## config.mk

```make
export PLATFORM = sky130hd
export DESIGN_NAME = scan_irq_gen
export DESIGN_NICKNAME = d
export VERILOG_FILES = /design/src/rtl/scan_irq_pkg.sv /design/src/rtl/scan_irq_div.sv /design/src/rtl/scan_irq_sched.sv /design/src/rtl/scan_irq_stat.sv /design/src/rtl/scan_irq_gen.sv
export SDC_FILE = /design/constraint.sdc
export NUM_CORES = 1
export LEC_CHECK = 0
export BUFFER_PORTS_ARGS = -buffer_cell sky130_fd_sc_hd__buf_2
export CAP_MARGIN = 20
export CORE_ASPECT_RATIO = 0.75
export CORE_MARGIN = 2
export CORE_UTILIZATION = 62
export DETAILED_ROUTE_END_ITERATION = 8
export PLACE_DENSITY_LB_ADDON = 0.1
export SLEW_MARGIN = 10
export SYNTH_ARGS = -nofsm -noshare
export SYNTH_HDL_FRONTEND = slang
export SYNTH_SLANG_ARGS = --single-unit
```

## constraint.sdc

```tcl
create_clock -name clk_i -period 7.35 [get_ports clk_i]
set_input_delay 0.3675 -clock clk_i [delete_from_list [all_inputs] [get_ports clk_i]]
set_output_delay 0.3675 -clock clk_i [all_outputs]
set_load 0.02 [all_outputs]
```

## src/rtl/scan_irq_pkg.sv

```systemverilog
package scan_irq_pkg;
  typedef enum logic [1:0] {
    ST_IDLE,
    ST_DIV,
    ST_WAIT
  } sched_st_e;
endpackage

```

## src/rtl/scan_irq_div.sv

```systemverilog
// Restoring divider, one quotient bit per cycle.
module scan_irq_div #(
  parameter int unsigned NUM_W = 41,
  parameter int unsigned DEN_W = 9
) (
  input  logic             clk_i,
  input  logic             rst_ni,
  input  logic             start_i,
  input  logic [NUM_W-1:0] num_i,
  input  logic [DEN_W-1:0] den_i,
  output logic             done_o,
  output logic [NUM_W-1:0] quo_o
);
  localparam int unsigned CW = $clog2(NUM_W + 1);

  logic [NUM_W-1:0] acc_q;
  logic [DEN_W-1:0] rem_q, den_q;
  logic [CW-1:0]    cnt_q;
  logic             done_q;
  logic [DEN_W:0]   trial, trial_sub;
  logic             ge;

  always_comb begin
    trial     = {rem_q, acc_q[NUM_W-1]};
    ge        = (trial >= {1'b0, den_q});
    trial_sub = trial - {1'b0, den_q};
  end

  always_ff @(posedge clk_i or negedge rst_ni) begin
    if (!rst_ni) begin
      acc_q  <= '0;
      rem_q  <= '0;
      den_q  <= '0;
      cnt_q  <= '0;
      done_q <= 1'b0;
    end else if (start_i) begin
      acc_q  <= num_i;
      rem_q  <= '0;
      den_q  <= den_i;
      cnt_q  <= CW'(NUM_W);
      done_q <= 1'b0;
    end else if (cnt_q != '0) begin
      acc_q  <= {acc_q[NUM_W-2:0], ge};
      rem_q  <= ge ? trial_sub[DEN_W-1:0] : trial[DEN_W-1:0];
      cnt_q  <= cnt_q - 1'b1;
      done_q <= (cnt_q == CW'(1));
    end else begin
      done_q <= 1'b0;
    end
  end

  assign done_o = done_q;
  assign quo_o  = acc_q;
endmodule

```

## src/rtl/scan_irq_sched.sv

```systemverilog
module scan_irq_sched
  import scan_irq_pkg::*;
#(
  parameter int unsigned TW      = 32,
  parameter int unsigned CNT_W   = 8,
  parameter int unsigned Y_W     = 9,
  parameter int unsigned X_W     = 16,
  parameter int unsigned FRAME_A = 5260,
  parameter int unsigned FRAME_B = 6312,
  parameter int unsigned LINES_A = 263,
  parameter int unsigned LINES_B = 314
) (
  input  logic                 clk_i,
  input  logic                 rst_ni,
  input  logic [TW-1:0]        cycle_i,
  input  logic [TW-1:0]        base_i,
  input  logic                 arm_i,
  input  logic [CNT_W-1:0]     cnt_i,
  input  logic [Y_W-1:0]       y_i,
  input  logic signed [X_W-1:0] x_i,
  input  logic                 std50_i,
  output logic                 fire_o,
  output logic                 busy_o,
  output logic                 err_o
);
  localparam int unsigned LINE_A = FRAME_A / LINES_A;
  localparam int unsigned LINE_B = FRAME_B / LINES_B;
  localparam int unsigned LMAX   = (LINES_A > LINES_B) ? LINES_A : LINES_B;
  localparam int unsigned LW     = $clog2(LMAX + 1);
  localparam int unsigned PROD_W = TW + Y_W;
  localparam int unsigned OFF_W  = TW + 2;

  sched_st_e               st_q;
  logic                    std50_q, err_q;
  logic [CNT_W-1:0]        rem_q;
  logic signed [X_W-1:0]   x_q;
  logic [TW-1:0]           base_q, tgt_q, diff, frame_sel, line_sel;
  logic [PROD_W-1:0]       div_num, div_quo;
  logic [LW-1:0]           div_den;
  logic                    div_done, hit;
  logic signed [OFF_W-1:0] off;

  // divider operands follow the live mode input, sampled on arm
  always_comb begin
    div_num = PROD_W'(y_i) * (std50_i ? PROD_W'(FRAME_B) : PROD_W'(FRAME_A));
    div_den = std50_i ? LW'(LINES_B) : LW'(LINES_A);
  end

  scan_irq_div #(
    .NUM_W(PROD_W),
    .DEN_W(LW)
  ) u_div (
    .clk_i  (clk_i),
    .rst_ni (rst_ni),
    .start_i(arm_i),
    .num_i  (div_num),
    .den_i  (div_den),
    .done_o (div_done),
    .quo_o  (div_quo)
  );

  always_comb begin
    frame_sel = std50_q ? TW'(FRAME_B) : TW'(FRAME_A);
    line_sel  = std50_q ? TW'(LINE_B) : TW'(LINE_A);
    off = $signed({2'b00, frame_sel}) + $signed(OFF_W'(div_quo))
        + $signed({{(OFF_W-X_W){x_q[X_W-1]}}, x_q});
    diff   = cycle_i - tgt_q;
    hit    = (st_q == ST_WAIT) && !diff[TW-1];
    fire_o = hit && !arm_i;
  end

  always_ff @(posedge clk_i or negedge rst_ni) begin
    if (!rst_ni) begin
      st_q    <= ST_IDLE;
      std50_q <= 1'b0;
      rem_q   <= '0;
      x_q     <= '0;
      base_q  <= '0;
      tgt_q   <= '0;
      err_q   <= 1'b0;
    end else begin
      err_q <= 1'b0;
      if (arm_i) begin
        st_q    <= ST_DIV;
        std50_q <= std50_i;
        rem_q   <= (cnt_i == '0) ? CNT_W'(1) : cnt_i;
        x_q     <= x_i;
        base_q  <= base_i;
      end else begin
        unique case (st_q)
          ST_DIV: if (div_done) begin
            if (off[OFF_W-1]) begin
              err_q <= 1'b1;
              st_q  <= ST_IDLE;
            end else begin
              tgt_q <= base_q + off[TW-1:0];
              st_q  <= ST_WAIT;
            end
          end
          ST_WAIT: if (hit) begin
            if (rem_q > CNT_W'(1)) begin
              tgt_q <= tgt_q + line_sel;  // from scheduled time, not service time
              rem_q <= rem_q - 1'b1;
            end else begin
              st_q <= ST_IDLE;
            end
          end
          default: ;
        endcase
      end
    end
  end

  assign busy_o = (st_q != ST_IDLE);
  assign err_o  = err_q;
endmodule

```

## src/rtl/scan_irq_stat.sv

```systemverilog
module scan_irq_stat #(
  parameter int unsigned STAT_W  = 16,
  parameter int unsigned IRQ_BIT = 10
) (
  input  logic              clk_i,
  input  logic              rst_ni,
  input  logic              set_i,
  input  logic              ack_we_i,
  input  logic [STAT_W-1:0] ack_data_i,
  output logic [STAT_W-1:0] stat_o
);
  logic flag_q;

  always_ff @(posedge clk_i or negedge rst_ni) begin
    if (!rst_ni)                                flag_q <= 1'b0;
    else if (set_i)                             flag_q <= 1'b1;
    else if (ack_we_i && !ack_data_i[IRQ_BIT])  flag_q <= 1'b0;
  end

  for (genvar g = 0; g < STAT_W; g++) begin : g_bit
    if (g == IRQ_BIT) begin : g_flag
      assign stat_o[g] = flag_q;
    end else begin : g_zero
      assign stat_o[g] = 1'b0;
    end
  end
endmodule

```

## src/rtl/scan_irq_gen.sv

```systemverilog
module scan_irq_gen #(
  parameter int unsigned CLK_HZ  = 315600,
  parameter int unsigned RATE_A  = 60,
  parameter int unsigned RATE_B  = 50,
  parameter int unsigned LINES_A = 263,
  parameter int unsigned LINES_B = 314,
  parameter int unsigned TW      = 32,
  parameter int unsigned CNT_W   = 8,
  parameter int unsigned Y_W     = 9,
  parameter int unsigned X_W     = 16,
  parameter int unsigned STAT_W  = 16,
  parameter int unsigned IRQ_BIT = 10
) (
  input  logic                  clk_i,
  input  logic                  rst_ni,
  input  logic [TW-1:0]         cycle_i,
  input  logic                  frame_start_i,
  input  logic                  std50_i,
  input  logic                  arm_i,
  input  logic [CNT_W-1:0]      arm_count_i,
  input  logic [Y_W-1:0]        arm_line_i,
  input  logic signed [X_W-1:0] arm_xoff_i,
  input  logic                  ack_we_i,
  input  logic [STAT_W-1:0]     ack_data_i,
  output logic [STAT_W-1:0]     irq_stat_o,
  output logic                  busy_o,
  output logic                  err_o
);
  localparam int unsigned FRAME_A = CLK_HZ / RATE_A;
  localparam int unsigned FRAME_B = CLK_HZ / RATE_B;

  logic [TW-1:0] base_q, base_now;
  logic          fire_w;

  always_ff @(posedge clk_i or negedge rst_ni) begin
    if (!rst_ni)            base_q <= '0;
    else if (frame_start_i) base_q <= cycle_i;
  end

  assign base_now = frame_start_i ? cycle_i : base_q;

  scan_irq_sched #(
    .TW(TW), .CNT_W(CNT_W), .Y_W(Y_W), .X_W(X_W),
    .FRAME_A(FRAME_A), .FRAME_B(FRAME_B),
    .LINES_A(LINES_A), .LINES_B(LINES_B)
  ) u_sched (
    .clk_i  (clk_i),
    .rst_ni (rst_ni),
    .cycle_i(cycle_i),
    .base_i (base_now),
    .arm_i  (arm_i),
    .cnt_i  (arm_count_i),
    .y_i    (arm_line_i),
    .x_i    (arm_xoff_i),
    .std50_i(std50_i),
    .fire_o (fire_w),
    .busy_o (busy_o),
    .err_o  (err_o)
  );

  scan_irq_stat #(
    .STAT_W(STAT_W),
    .IRQ_BIT(IRQ_BIT)
  ) u_stat (
    .clk_i     (clk_i),
    .rst_ni    (rst_ni),
    .set_i     (fire_w),
    .ack_we_i  (ack_we_i),
    .ack_data_i(ack_data_i),
    .stat_o    (irq_stat_o)
  );
endmodule

```

==> results of run 1 <==
path summary, 6_finish.rpt:
kind                                        startpoint            endpoint  slack, ns  cells after the start
worst min register to register           u_stat.flag_q       u_stat.flag_q       0.50                      1
max in group asynchronous                       rst_ni  u_sched.base_q[23]       5.97                      3
worst max-delay path            u_sched.u_div.den_q[5]   u_sched.tgt_q[31]       1.23                     22
worst min-delay path                            rst_ni  u_sched.base_q[25]      -0.01                      1
min in group clk_i                       arm_xoff_i[3]      u_sched.x_q[3]       0.14                      3
worst max register to register  u_sched.u_div.den_q[5]   u_sched.tgt_q[31]       1.23                     22
logic make-up after synthesis:
| group | Yosys count | share of synthesized area (%) |
|---|---|---|
| multiplexers | 66 | 4.878 |
| adder cells (fa/ha/maj) | 238 | 21.60 |
| flip-flops | 184 | 30.90 |
| AND/OR/NAND/NOR | 493 | 15.54 |
| other | 1 | 0.02516 |
| AO/OA/AOI/OAI | 403 | 16.35 |
| XOR/XNOR | 83 | 4.878 |
| buffers and inverters | 208 | 5.835 |
state kept, by name (all words and copies together) (netlist names):
name                  cells
u_sched.u_div.quo_o      41
base_q                   32
u_sched.base_q           32
u_sched.tgt_q            32
u_sched.x_q              16
u_sched.u_div.rem_q       9
u_sched.rem_q             8
u_sched.u_div.cnt_q       6
u_sched.u_div.den_q       3
u_sched.st_q              2
u_sched.err_o             1
u_sched.u_div.done_o      1
u_stat.flag_q             1
power breakdown:
group / internal (W) / switching, W / leakage [nW]
Sequential: 0.00120 / 0.000169 / 2.24
Combinational: 0.00162 / 0.00209 / 5.24
Clock: 0.000458 / 0.000448 / 0.279
layout make-up:
class / count / area (µm²)
sequential: 184 / 4604
clock inverter: 14 / 128.9
tap: 306 / 382.9
inverter: 134 / 503.0
fill: 1967 / 7759
timing repair buffer: 85 / 476.7
multi-input combinational: 1301 / 9494
clock buffer: 18 / 439.2
metal layers:
layer | global-route usage (%) | part of all wire (%)
met1 | 37.47 | 48
met2 | 43.80 | 47
met3 | 4.347 | 4.0
met4 | 5.895 | 1.2
met5 | 0 | 0
cell usage in the layout, fill, tap and decap left out, types with 6 or more instances in the layout:
cell type,netlist,routed
sky130_fd_sc_hd__o21a_1,14,14
sky130_fd_sc_hd__mux2_2,53,53
sky130_fd_sc_hd__conb_1,1,18
sky130_fd_sc_hd__a21boi_0,6,6
sky130_fd_sc_hd__a21oi_1,139,139
sky130_fd_sc_hd__o31ai_1,11,11
sky130_fd_sc_hd__or2_2,10,10
sky130_fd_sc_hd__nand3_1,32,32
sky130_fd_sc_hd__nand2b_1,21,21
sky130_fd_sc_hd__nand4_1,20,20
sky130_fd_sc_hd__nor2b_1,22,21
sky130_fd_sc_hd__o21bai_1,9,9
sky130_fd_sc_hd__o22ai_1,11,11
sky130_fd_sc_hd__a211oi_1,23,23
sky130_fd_sc_hd__a21o_1,35,35
sky130_fd_sc_hd__o21ai_0,103,103
sky130_fd_sc_hd__dfrtp_1,184,184
sky130_fd_sc_hd__clkbuf_16,0,17
sky130_fd_sc_hd__nor4_1,10,10
sky130_fd_sc_hd__mux2i_1,13,13
sky130_fd_sc_hd__nor2_1,142,142
sky130_fd_sc_hd__buf_4,16,11
sky130_fd_sc_hd__inv_1,133,133
sky130_fd_sc_hd__inv_6,0,6
sky130_fd_sc_hd__xnor2_1,57,57
sky130_fd_sc_hd__buf_2,5,72
sky130_fd_sc_hd__fa_1,32,32
sky130_fd_sc_hd__nand2_1,150,150
sky130_fd_sc_hd__or3_1,7,7
sky130_fd_sc_hd__and2_1,12,12
sky130_fd_sc_hd__ha_1,206,206
sky130_fd_sc_hd__and3_1,18,18
sky130_fd_sc_hd__a31oi_1,12,12
sky130_fd_sc_hd__nor3_1,30,30
sky130_fd_sc_hd__xor2_1,26,26
metrics by stage:
step	power [W]	util, %	area [µm²]
6_report	0.005984	67.38	16030
5_1_grt	0.006566	67.38	16030
4_1_cts	0.005995	67.30	16010
3_5_place_dp	0.005063	64.91	15440
3_3_place_gp	0.004949	64.91	15440
2_1_floorplan	0.004262	-	14970
==> results by stage, run 1 <==
Place:
- The HPWL after detailed placement is 24730 µm.
- The count of placed standard cells including taps is 2009.
- The placer's final routability congestion estimate is 0.8768.
- Before CTS, the worst setup slack after placement is 1.322 ns.
- The port buffer count is 74.

Floorplanning:
- Once the floorplan was initialized, standard cells occupied 62.64% of the core.
- The number of I/O pins is 105.
- The height of the chip is 138.3 µm.
- The core region is 23790 µm².
- The horizontal extent of the die is 183.0 µm.
- The number of placement rows is 49.
- The full die area is 25300 µm².

Yosys:
- The largest total area in the synthesized netlist belongs to sky130_fd_sc_hd__dfrtp_1.
- The distinct cell type count of the synthesized netlist is 72.
- The number of storage elements in the synthesis netlist is 184.
- The most common cell in the synthesized netlist is sky130_fd_sc_hd__ha_1.
- Counting every instance in the synthesized netlist gives 1676.
- Of all flip-flops after synthesis, the portion carrying an async set or reset was 100.0%.
- The synthesized netlist occupies a cell area of 14900 µm².
- The sequential element share of the synthesized area is 30.90%.
- After synthesis, the largest area contributor takes up 30.90% of total cell area.
- Counting flops with a built-in enable in the synthesized netlist gives 0.
- Yosys printed 0 warnings.
- The main flop type after synthesis is sky130_fd_sc_hd__dfrtp_1.
- By area the synthesized netlist is led by sky130_fd_sc_hd__dfrtp_1 (31%), sky130_fd_sc_hd__ha_1 (17%), sky130_fd_sc_hd__a21oi_1 (4.7%).
- The per-instance average area after synthesis is 8.891 µm².
- Sorting the synthesized cells by how often they occur yields sky130_fd_sc_hd__ha_1 (206), sky130_fd_sc_hd__dfrtp_1 (184), sky130_fd_sc_hd__nand2_1 (150).

Setup path:
- The largest delay contributor family on the critical path is compound AO/OA/AOI/OAI gates.
- The type of element launching the critical path is a register.
- The critical path required time is 7.65 ns.
- In this run the worst path has a maximum fanout of 7.
- For the worst setup path, the data arrival time is 6.42 ns.
- The type of the worst setup path is register to register.
- Traced cell by cell, the critical path runs through inv_1, fa_1, fa_1, a21oi_1, nor2_1, a211oi_1, o21ai_0, a21o_1, a21oi_1, xnor2_1, ha_1, and4_1, nand3_1, nor3_1, o21ai_0, o31ai_1, a221oi_1, o21ai_0, a31oi_1, xnor2_1, o21ai_0, a21oi_1.
- For this design, the slowest cell found on the critical path is sky130_fd_sc_hd__fa_1.
- Counting stages on the worst path, the most repeated cell is sky130_fd_sc_hd__o21ai_0.
- The largest stage delay on the critical path is 0.54 ns.
- The buffers plus inverters on the worst setup path is 1.
- The kind of capture point of the worst setup path is a register.

Clock tree:
- Clock-pin slew was measured on the worst setup and hold paths at 0.08 ns.
- The TritonCTS sink count is 184.
- The clock tree root driver cell is sky130_fd_sc_hd__clkbuf_16.
- The number of gates resized after CTS was 0.
- The clock passes through at most 2 buffers.
- The deepest level of the CTS H-tree is 4.
- TritonCTS built the clock tree.
- For the worst-skew pair, the clock arrives at the later sink with an insertion delay of 0.45 ns.
- Post-CTS timing repair inserted 0 buffers for setup.
- After clock tree synthesis, the flow added hold-fix buffers numbering 0.
- The CTS buffer count is 17.

Global routing:
- Entering global routing, the biggest net connects 109 pins.
- The global routing usage summed across all routing layers is 26.72%.
- The global route total overflow is 0.
- The initial antenna violation count is 0.
- The first global-routing pass estimated 55290 µm of wire.
- The via count of the first global-routing pass is 11580.

Timing:
- Setup violations remaining at the end of the flow were counted as 0.
- The worst path uses 83.29% of the clock period.
- The number of max-slew violations in the final report is 0.
- The final worst-path setup slack is 1.228 ns.
- For the pin with the worst max-slew slack, the measured transition is 0.9032 ns.
- The worst pin sits at a relative slew slack of 39.57%.
- The maximum frequency from static timing analysis is 0.1633 GHz.
- Setup repair after global routing left no endpoint under its margin.
- The number of endpoints with negative hold slack in the final report came to 4.
- The smallest hold slack is -0.009944 ns.
- The minimum period implied by the final worst setup slack is 6.122 ns.
- For the final routed database, the setup TNS stands at 0 ns.
- On the final layout, the worst clock skew is 0.01117 ns.

Detailed routing:
- Before antenna repair, the detailed router went through 5 iterations.
- The final layout contains routed wiring with a total length of 32310 µm.
- The detail-routed net length per standard cell is 15.82 µm.
- The routed layout has 11840 vias.
- After detailed routing, the number of vias per cell comes to 5.799.
- After detailed routing, the number of remaining DRC violations is 0.
- The count of nets left with antenna violations after detail routing is 0.
- For this block, the initial DRC count from the detailed router was 605.

Layout:
- The net total in the final layout is 2048.
- The number of non-filler instances in the completed layout is 2042.
- From synthesis to final layout, the design area changed by 7.565%.
- The number of diodes is 0.
- The fraction of layout cells with a size suffix above 1 is 10.94%.

Status:
- The run finished, with violations left.
- The final reports fail on negative hold slack.

Power:
- The power density over the cells is 373.3 nW/µm².
- The worst ir drop on vdd is 0.2720 mV.
- The analysis attributes to cell leakage a power of 7.757 nW.

Run:
- The max-capacitance violation count is 0.

Min path:
- The path category of the worst min-delay check is primary input to async pin.
(Power assumes the default switching activity.)
==> run 2: changes to the inputs <==
==> constraint.sdc (replaced) <==
create_clock -name clk_i -period 5.9 [get_ports clk_i]
set_input_delay 0.295 -clock clk_i [delete_from_list [all_inputs] [get_ports clk_i]]
set_output_delay 0.295 -clock clk_i [all_outputs]
set_load 0.02 [all_outputs]
==> run 2 against run 1 <==
  * The run still ends with negative hold slack left
  * Fmax is 13% higher
  * Cell count is 0.24% higher
  * Sequential power is 24% higher
  * Core utilization is 0.48 points higher
  * Via count is 0.96% higher
  * Routed wire length is 1.9% higher
  * Setup slack worse by 0.77 ns
  * Combinational power is 27% higher
  * Hold slack worse by 0.0015 ns
  * Sequential share of layout area is 0.20 points lower
  * Clock skew is 0.0068 ns higher
  * Count of clock-buffer cells in the layout is 2 higher
==> results by stage, run 2 (synthesis gave the netlist of run 1 again) <==
Layout:
- The number of non-filler instances in the completed layout is 2047.
- The net total in the final layout is 2054.
- The most frequent standard cell in the layout excluding fill and tap cells is sky130_fd_sc_hd__ha_1.
- The number of diodes is 0.
- In the layout the commonest cells are sky130_fd_sc_hd__ha_1 (206), sky130_fd_sc_hd__dfrtp_1 (184), sky130_fd_sc_hd__nand2_1 (150).
- From synthesis to final layout, the design area changed by 8.329%.
- Of the cells placed in the final design, the portion with a size suffix greater than 1 is 11.32%.
- Registers take 4604 µm².
- In the final layout, the multi-input gates occupy 9505 µm².
- The fill cell total of the finished layout is 1975.
- The register with the most flip-flops in the layout has 41 of them.
- The finished cells cover 16140 µm².

Floorplanning:
- The starting utilization of the core area is 62.64%.
- The horizontal extent of the die is 183.0 µm.
- The die is 138.3 µm tall.
- The die covers 25300 µm².
- The region available for standard cell placement spans 23790 µm².
- 105 I/O pins were placed.
- Row generation in the floorplan step produced 49 rows.

Clock tree:
- The tree is rooted in a sky130_fd_sc_hd__clkbuf_16.
- In this run, CTS created clock tree buffers numbering 17.
- The TritonCTS sink count is 184.
- The clock passes through at most 2 buffers.
- The register clock-pin slew on the reported worst setup and hold paths is 0.07 ns.
- The clock tree synthesis step divided the H-tree into 4 levels.
- Clock latency on the worst-skew pair, taken at its later pin, is 0.45 ns.
- After clock tree synthesis, the flow added hold-fix buffers numbering 0.
- TritonCTS built the clock tree.

Status:
- The final reports fail on negative hold slack.
- The run finished, with violations left.

Detailed routing:
- The total wire length is 32930 µm.
- In the routed layout, each cell is associated on average with a via count of 5.840.
- After the first detailed-routing iteration, the DRC count stood at 632.
- The detail route stage leaves a number of antenna-violating nets equal to 0.
- The remaining design rule violation count is 0.
- Dividing the detail-routed wire length by the instance count gives 16.09 µm.
- The routed layout has 11960 vias.
- The total iterations of the first detailed-routing run is 5.

Power:
- The power density over the cells is 473.8 nW/µm².
- The worst-case IR drop observed on VDD is 0.3612 mV.
- Internal power comes to 0.004317 W.
- Per report_power, the combinational group accounts for 61.4% of the total.
- The switching share of power is 43.56%.
- The part of the power in the clock network is 16.3%.
- Registers are responsible for 22.3% of the overall power.
- Summed over all cells, the static leakage comes to 7.813 nW.
- The analysis attributes to net switching a power of 0.003332 W.

Timing:
- Setup repair after global routing left no endpoint under its margin.
- The max-slew headroom at the worst pin is 30.31%.
- On the final layout, the worst hold slack is -0.01140 ns.
- The number of endpoints with negative hold slack in the final report is 3.
- Subtracting the final worst setup slack from the clock period gives 5.438 ns.
- The maximum frequency from static timing analysis is 0.1839 GHz.
- Setup violations remaining at the end of the flow were counted as 0.
- The final cycle utilization of the critical path is 92.17%.
- For the pin with the worst max-slew slack, the measured transition is 1.044 ns.
- The number of max-slew violations in the final report is 0.
- The clock arrives with 0.01801 ns of skew.
- The summed negative setup slack over all endpoints is 0 ns.

Place:
- The placer's final routability congestion estimate is 0.8693.
- The HPWL after detailed placement is 24920 µm.
- During placement, the flow inserted port buffers numbering 74.
- Counting tap cells, the placed design contains a total of 2016 instances.
- The cell area after placement is 15490 µm².

Setup path:
- The reg-to-reg critical path endpoint is u_sched.tgt_q[30].
- The type of element launching the critical path is a register.
- In this run the worst path has a maximum fanout of 5.
- The worst-case reg-to-reg path depth is 21.
- Data arrives at the worst endpoint at 5.77 ns.
- The kind of capture point of the worst setup path is a register.
- The worst register-to-register path begins at u_sched.u_div.den_q[5].
- Setup slack on the worst reg-to-reg path comes out at 0.46 ns.
- Tracing the worst setup path back leads to its startpoint at u_sched.u_div.den_q[5].
- The type of the worst setup path is register to register.
- The end point of the critical path is u_sched.tgt_q[30].
- The critical path required time is 6.24 ns.

Min path:
- The tightest min-delay check is of the primary input to async pin type.

Global routing:
- The largest net degree at the start of global routing is 122.
- The via count of the first global-routing pass is 11720.
- Global routing consumed, over all layers together, 27.02% of the routing resources.
- The total overflow left after global routing is 0.
- The initial antenna violation count is 0.
- The wire length of the first global-routing pass is 55580 µm.

Run:
- The max-capacitance violation count is 0.
## run 2: layout make-up
type	instances	share of cell area, %
Multi-Input combinational cell	1301	58.88
Sequential cell	184	28.52
Timing Repair Buffer	91	3.155
Inverter	134	3.116
Clock buffer	20	2.891
Tap cell	306	2.372
Clock inverter	11	1.062
## run 2: power by group through the flow
stage / sequential, W / clock, W / combinational [W]
after floorplan: 0.00166 / 0 / 0.00365
after global placement: 0.00171 / 0 / 0.00453
after detailed placement: 0.00172 / 0 / 0.00464
after CTS: 0.00170 / 0.00126 / 0.00469
after global routing: 0.00174 / 0.00131 / 0.00531
final: 0.00170 / 0.00125 / 0.00470
## run 2: what timing repair did
action	in CTS	in global routing
endpoints found under the setup margin	0	6
buffers inserted	0	0
resized for setup	0	3
## run 2: metrics by stage
step / total power (W) / hold WS [ns] / utilization [%] / worst slack (ns)
2_1_floorplan: 0.005310 / -0.0005911 / - / 0.7939
3_3_place_gp: 0.006242 / 0.4787 / 65.13 / 0.3364
3_5_place_dp: 0.006360 / 0.4830 / 65.13 / 0.2334
4_1_cts: 0.007648 / 0.04998 / 67.82 / 0.2015
5_1_grt: 0.008352 / 0.05377 / 67.86 / 0.03740
6_report: 0.007648 / -0.01140 / 67.86 / 0.4621
## run 2: worst min path at each step
stage | startpoint | end | slack [ns] | cells past startpoint
final | rst_ni | base_q[26] | -0.01 | 1
after global routing | rst_ni | u_sched.base_q[26] | 0.05 | 1
after CTS | rst_ni | base_q[26] | 0.05 | 1
after detailed placement | base_q[31] | base_q[31] | 0.48 | 1
after global placement | base_q[31] | base_q[31] | 0.48 | 1
after floorplan | rst_ni | base_q[0] | -0.0006 | 0
## run 2: worst max-delay path: stages (launching register included)
cell and delay (ns):
sky130_fd_sc_hd__dfrtp_1 0.41, sky130_fd_sc_hd__inv_1 0.11, sky130_fd_sc_hd__fa_1 0.47, sky130_fd_sc_hd__fa_1 0.48
sky130_fd_sc_hd__a21oi_1 0.21, sky130_fd_sc_hd__nor2_1 0.08, sky130_fd_sc_hd__a211oi_2 0.31, sky130_fd_sc_hd__o21ai_0 0.23
sky130_fd_sc_hd__nand2_1 0.14, sky130_fd_sc_hd__a21boi_0 0.13, sky130_fd_sc_hd__a21o_1 0.20, sky130_fd_sc_hd__a21oi_1 0.17
sky130_fd_sc_hd__xnor2_1 0.09, sky130_fd_sc_hd__ha_1 0.36, sky130_fd_sc_hd__nand4_1 0.13, sky130_fd_sc_hd__o311ai_0 0.78
sky130_fd_sc_hd__a21boi_1 0.28, sky130_fd_sc_hd__o211ai_1 0.25, sky130_fd_sc_hd__a21oi_1 0.10, sky130_fd_sc_hd__xor2_1 0.13
sky130_fd_sc_hd__a22oi_1 0.08, sky130_fd_sc_hd__o22a_1 0.19
## run 2: routing by layer
layer | global-route usage (%) | wire length, µm | up-vias | part of all wire (%)
li1 | - | - | 5931 | -
met5 | 0 | 0 | - | 0
met2 | 43.58 | 15090 | 240 | 46
met1 | 37.67 | 15800 | 5740 | 48
met4 | 7.621 | 625 | 0 | 1.9
met3 | 4.636 | 1402 | 44 | 4.3
==> run 3: changes to the inputs <==
--- a/config.mk
+++ b/config.mk
@@ -9,7 +9,8 @@
 export CAP_MARGIN = 20
 export CORE_ASPECT_RATIO = 0.75
 export CORE_MARGIN = 2
-export CORE_UTILIZATION = 62
+export CORE_UTILIZATION = 64
+export CTS_BUF_LIST = sky130_fd_sc_hd__clkbuf_4
 export DETAILED_ROUTE_END_ITERATION = 8
 export PLACE_DENSITY_LB_ADDON = 0.1
 export SLEW_MARGIN = 10
==> run 3 against run 2 <==
  * Via count grew 2.4%
  * Die area is 3.0% lower
  * Fmax down 0.83%
  * Highest routed layer unchanged
  * The run now ends clean
  * Critical endpoint is now u_sched.tgt_q[31]
  * Clock power fell by 46%
  * Flip-flop and latch count unchanged
  * Global-route usage up 0.88 points
  * Hold slack better by 0.17 ns
  * Register-to-register slack got worse by 0.05 ns
  * First-iteration DRC count rose by 16%
  * Largest power group unchanged
  * Cell count rose by 2.6%
  * Clock skew is 0.0070 ns higher
  * Combinational power is 1% higher
==> results by stage, run 3 (synthesis gave the netlist of run 1 again) <==
Status:
- The run finished with clean final reports.

Power:
- The static power due to leakage is 7.872 nW.
- The power density over the cells is 436.9 nW/µm².
- The worst ir drop on vdd is 0.3341 mV.

Detailed routing:
- In the final routed layout, each cell accounts on average for 15.80 µm.
- The total wire length is 33200 µm.
- In the routed design, unresolved DRC markers number 0.
- The count of nets left with antenna violations after detail routing is 0.
- Before antenna repair, the detailed router went through 5 iterations.
- The number of design-rule violations left by the first detailed-router iteration is 731.
- The detailed router placed 12240 vias in this run.
- In the routed layout, each cell is associated on average with a via count of 5.825.

Global routing:
- The global route total overflow is 0.
- The initial antenna violation count was 1.
- The wire length of the first global-routing pass is 55830 µm.
- Entering global routing, the biggest net connects 125 pins.
- The global routing usage summed across all routing layers is 27.90%.
- The via count of the first global-routing pass is 11810.

Setup path:
- The most frequent cell on the critical path is sky130_fd_sc_hd__o21ai_0.
- The critical path's slowest cell is sky130_fd_sc_hd__fa_1.
- The origin of the worst setup path is u_sched.u_div.den_q[5].
- The type of the worst setup path is register to register.
- The type of element launching the critical path is a register.
- The largest delay contributor family on the critical path is compound AO/OA/AOI/OAI gates.
- The highest fanout seen on the critical path is 5.
- For the worst setup path, the data required time is 6.36 ns.
- The buffers plus inverters on the worst setup path is 1.
- The critical path data arrival time is 5.94 ns.
- Walking the worst path, the cells encountered are inv_1, fa_1, fa_1, a21oi_1, nor2_1, a211oi_2, o21ai_0, a21o_1, a21oi_1, xnor2_1, ha_1, a21o_1, o21ai_0, nand3_1, o21ai_0, o31ai_2, a221oi_1, o21ai_1, a31oi_1, xnor2_1, o21ai_0, a21oi_1.
- STA classifies the critical path endpoint as a register.
- The startpoint of the worst-slack reg-to-reg timing path is u_sched.u_div.den_q[5].
- In this design, the stage delay of the slowest critical-path cell is 0.48 ns.

Floorplanning:
- The number of placement rows is 48.
- The full die area is 24530 µm².
- The horizontal extent of the die is 180.2 µm.
- The number of I/O pins is 105.
- The die is 136.2 µm tall.
- In this run the standard cell core region covers 22940 µm².
- The starting utilization of the core area is 64.95%.

Layout:
- The number of flip-flops under the largest register name is 41.
- The fraction of layout cells with a size suffix above 1 is 10.83%.
- The layout has 1831 filler cells.
- The most frequent standard cell in the layout excluding fill and tap cells is sky130_fd_sc_hd__ha_1.
- From synthesis to final layout, the design area changed by 9.614%.
- The number of non-filler instances in the completed layout is 2101.
- Leaving out fill and tap cells, the most frequent cells in the layout are sky130_fd_sc_hd__ha_1 (206), sky130_fd_sc_hd__dfrtp_1 (184), sky130_fd_sc_hd__nand2_1 (150).
- Across the whole layout, storage elements account for 4604 µm².
- The net count of the finished layout is 2112.
- The multi-input gate area in the final layout is 9504 µm².

Timing:
- The maximum frequency from static timing analysis is 0.1824 GHz.
- Setup violations remaining at the end of the flow were counted as 0.
- The smallest hold slack is 0.1573 ns.
- Setup repair after global routing left no endpoint under its margin.
- Summed over all failing endpoints, the final setup total negative slack is 0 ns.
- The number of endpoints with negative hold slack in the final report came to 0.
- Across the routed clock network, the largest skew measured is 0.02499 ns.
- In this run the tightest slew margin relative to its limit is 29.64%.
- The minimum period implied by the final worst setup slack is 5.483 ns.
- The number of max-slew violations in the final report is 0.
- Dividing the final minimum period by the clock period gives 92.94%.
- At the pin with the least slew margin, the transition time is 1.055 ns.

Min path:
- The worst hold path begins at std50_i.
- The path category of the worst min-delay check is primary input to register.

Clock tree:
- The buffer levels on the longest clock path is 2.
- The number of clock buffers added by TritonCTS is 17.
- The clock tree root driver cell is sky130_fd_sc_hd__clkbuf_4.
- Post-CTS timing repair inserted 0 buffers for setup.
- The later pin in the worst-skew pair is clocked with a latency of 0.62 ns.
- The clock tree synthesis step divided the H-tree into 4 levels.
- The TritonCTS sink count is 184.
- The register clock-pin slew on the reported worst setup and hold paths is 0.16 ns.
- The CTS tree is yes.

Place:
- The count of placed standard cells including taps is 2009.
- The placer's final routability congestion estimate is 0.8833.
- Detailed placement finished with a half-perimeter wire length of 25030 µm.
- The port buffer count is 74.

Run:
- The max-capacitance violation count is 0.
[run 3: cell count changes in the layout (fill, tap and decap cells not counted), sizes merged]
| cell | delta |
|---|---|
| inv | +1 |
| bufinv | -3 |
| clkinvlp | +3 |
| dlygate4sd3 | +59 |
| diode | +1 |
| buf | -1 |
[run 3: final timing paths]
kind / slack [ns] / cells after the start / to
max in group asynchronous: 4.17 / 3 / u_sched.u_div.quo_o[17]
setup reg to reg: 0.42 / 22 / u_sched.tgt_q[31]
min in group asynchronous: 0.33 / 2 / u_sched.rem_q[6]
setup / recovery: 0.42 / 22 / u_sched.tgt_q[31]
hold / removal: 0.16 / 3 / u_sched.u_div.den_q[5]
hold reg to reg: 0.52 / 1 / u_stat.flag_q
[run 3: area by class of cell]
cell class,count,share of cell area (%)
antenna,1,0.01532
sequential,184,28.19
inverter,134,3.079
multi-input combinational,1301,58.18
clock inverter,12,0.6281
clock buffer,20,0.9192
tap,300,2.298
timing repair buffer,149,6.687
[run 3: worst register-to-register path, delay by kind of cell, from the launching register on]
kind | cells | cell delay [ns]
buffers and inverters | 1 | 0.10
AO/OA/AOI/OAI | 14 | 3.11
adder cells (fa/ha/maj) | 3 | 1.25
XOR/XNOR | 2 | 0.23
flip-flops | 1 | 0.43
AND/OR/NAND/NOR | 2 | 0.18
[run 3: repair_timing]
item                       in CTS  in global routing
hold buffers                   59                  0
resized for setup               0                  4
setup endpoints to repair       0                 10
hold endpoints to repair      180                  0
[run 3: metrics by stage]
step	cell area [µm²]	worst slack (ns)	power, W	utilization, %
2_1_floorplan	14970	0.7939	0.005310	-
3_3_place_gp	15480	0.4435	0.006268	67.47
3_5_place_dp	15480	0.2796	0.006384	67.47
4_1_cts	16320	0.2244	0.007122	71.14
5_1_grt	16330	0.01736	0.007831	71.20
6_report	16330	0.4165	0.007137	71.20
[run 3: power by group]
group	switching, W	internal (W)	leakage [nW]
Clock	0.000457	0.000220	0.126
Combinational	0.00263	0.00213	5.51
Sequential	0.000209	0.00149	2.24
Total	0.00330	0.00384	7.87
[run 3: layer usage]
layer  vias to the layer above  routed length [µm]  GRT usage [%]
met5                         -                   0              0
met4                         0                 653          8.020
met3                        58                1479          4.983
met2                       275               15380          45.91
met1                      5848               15690          38.09
li1                       6058                   -              -
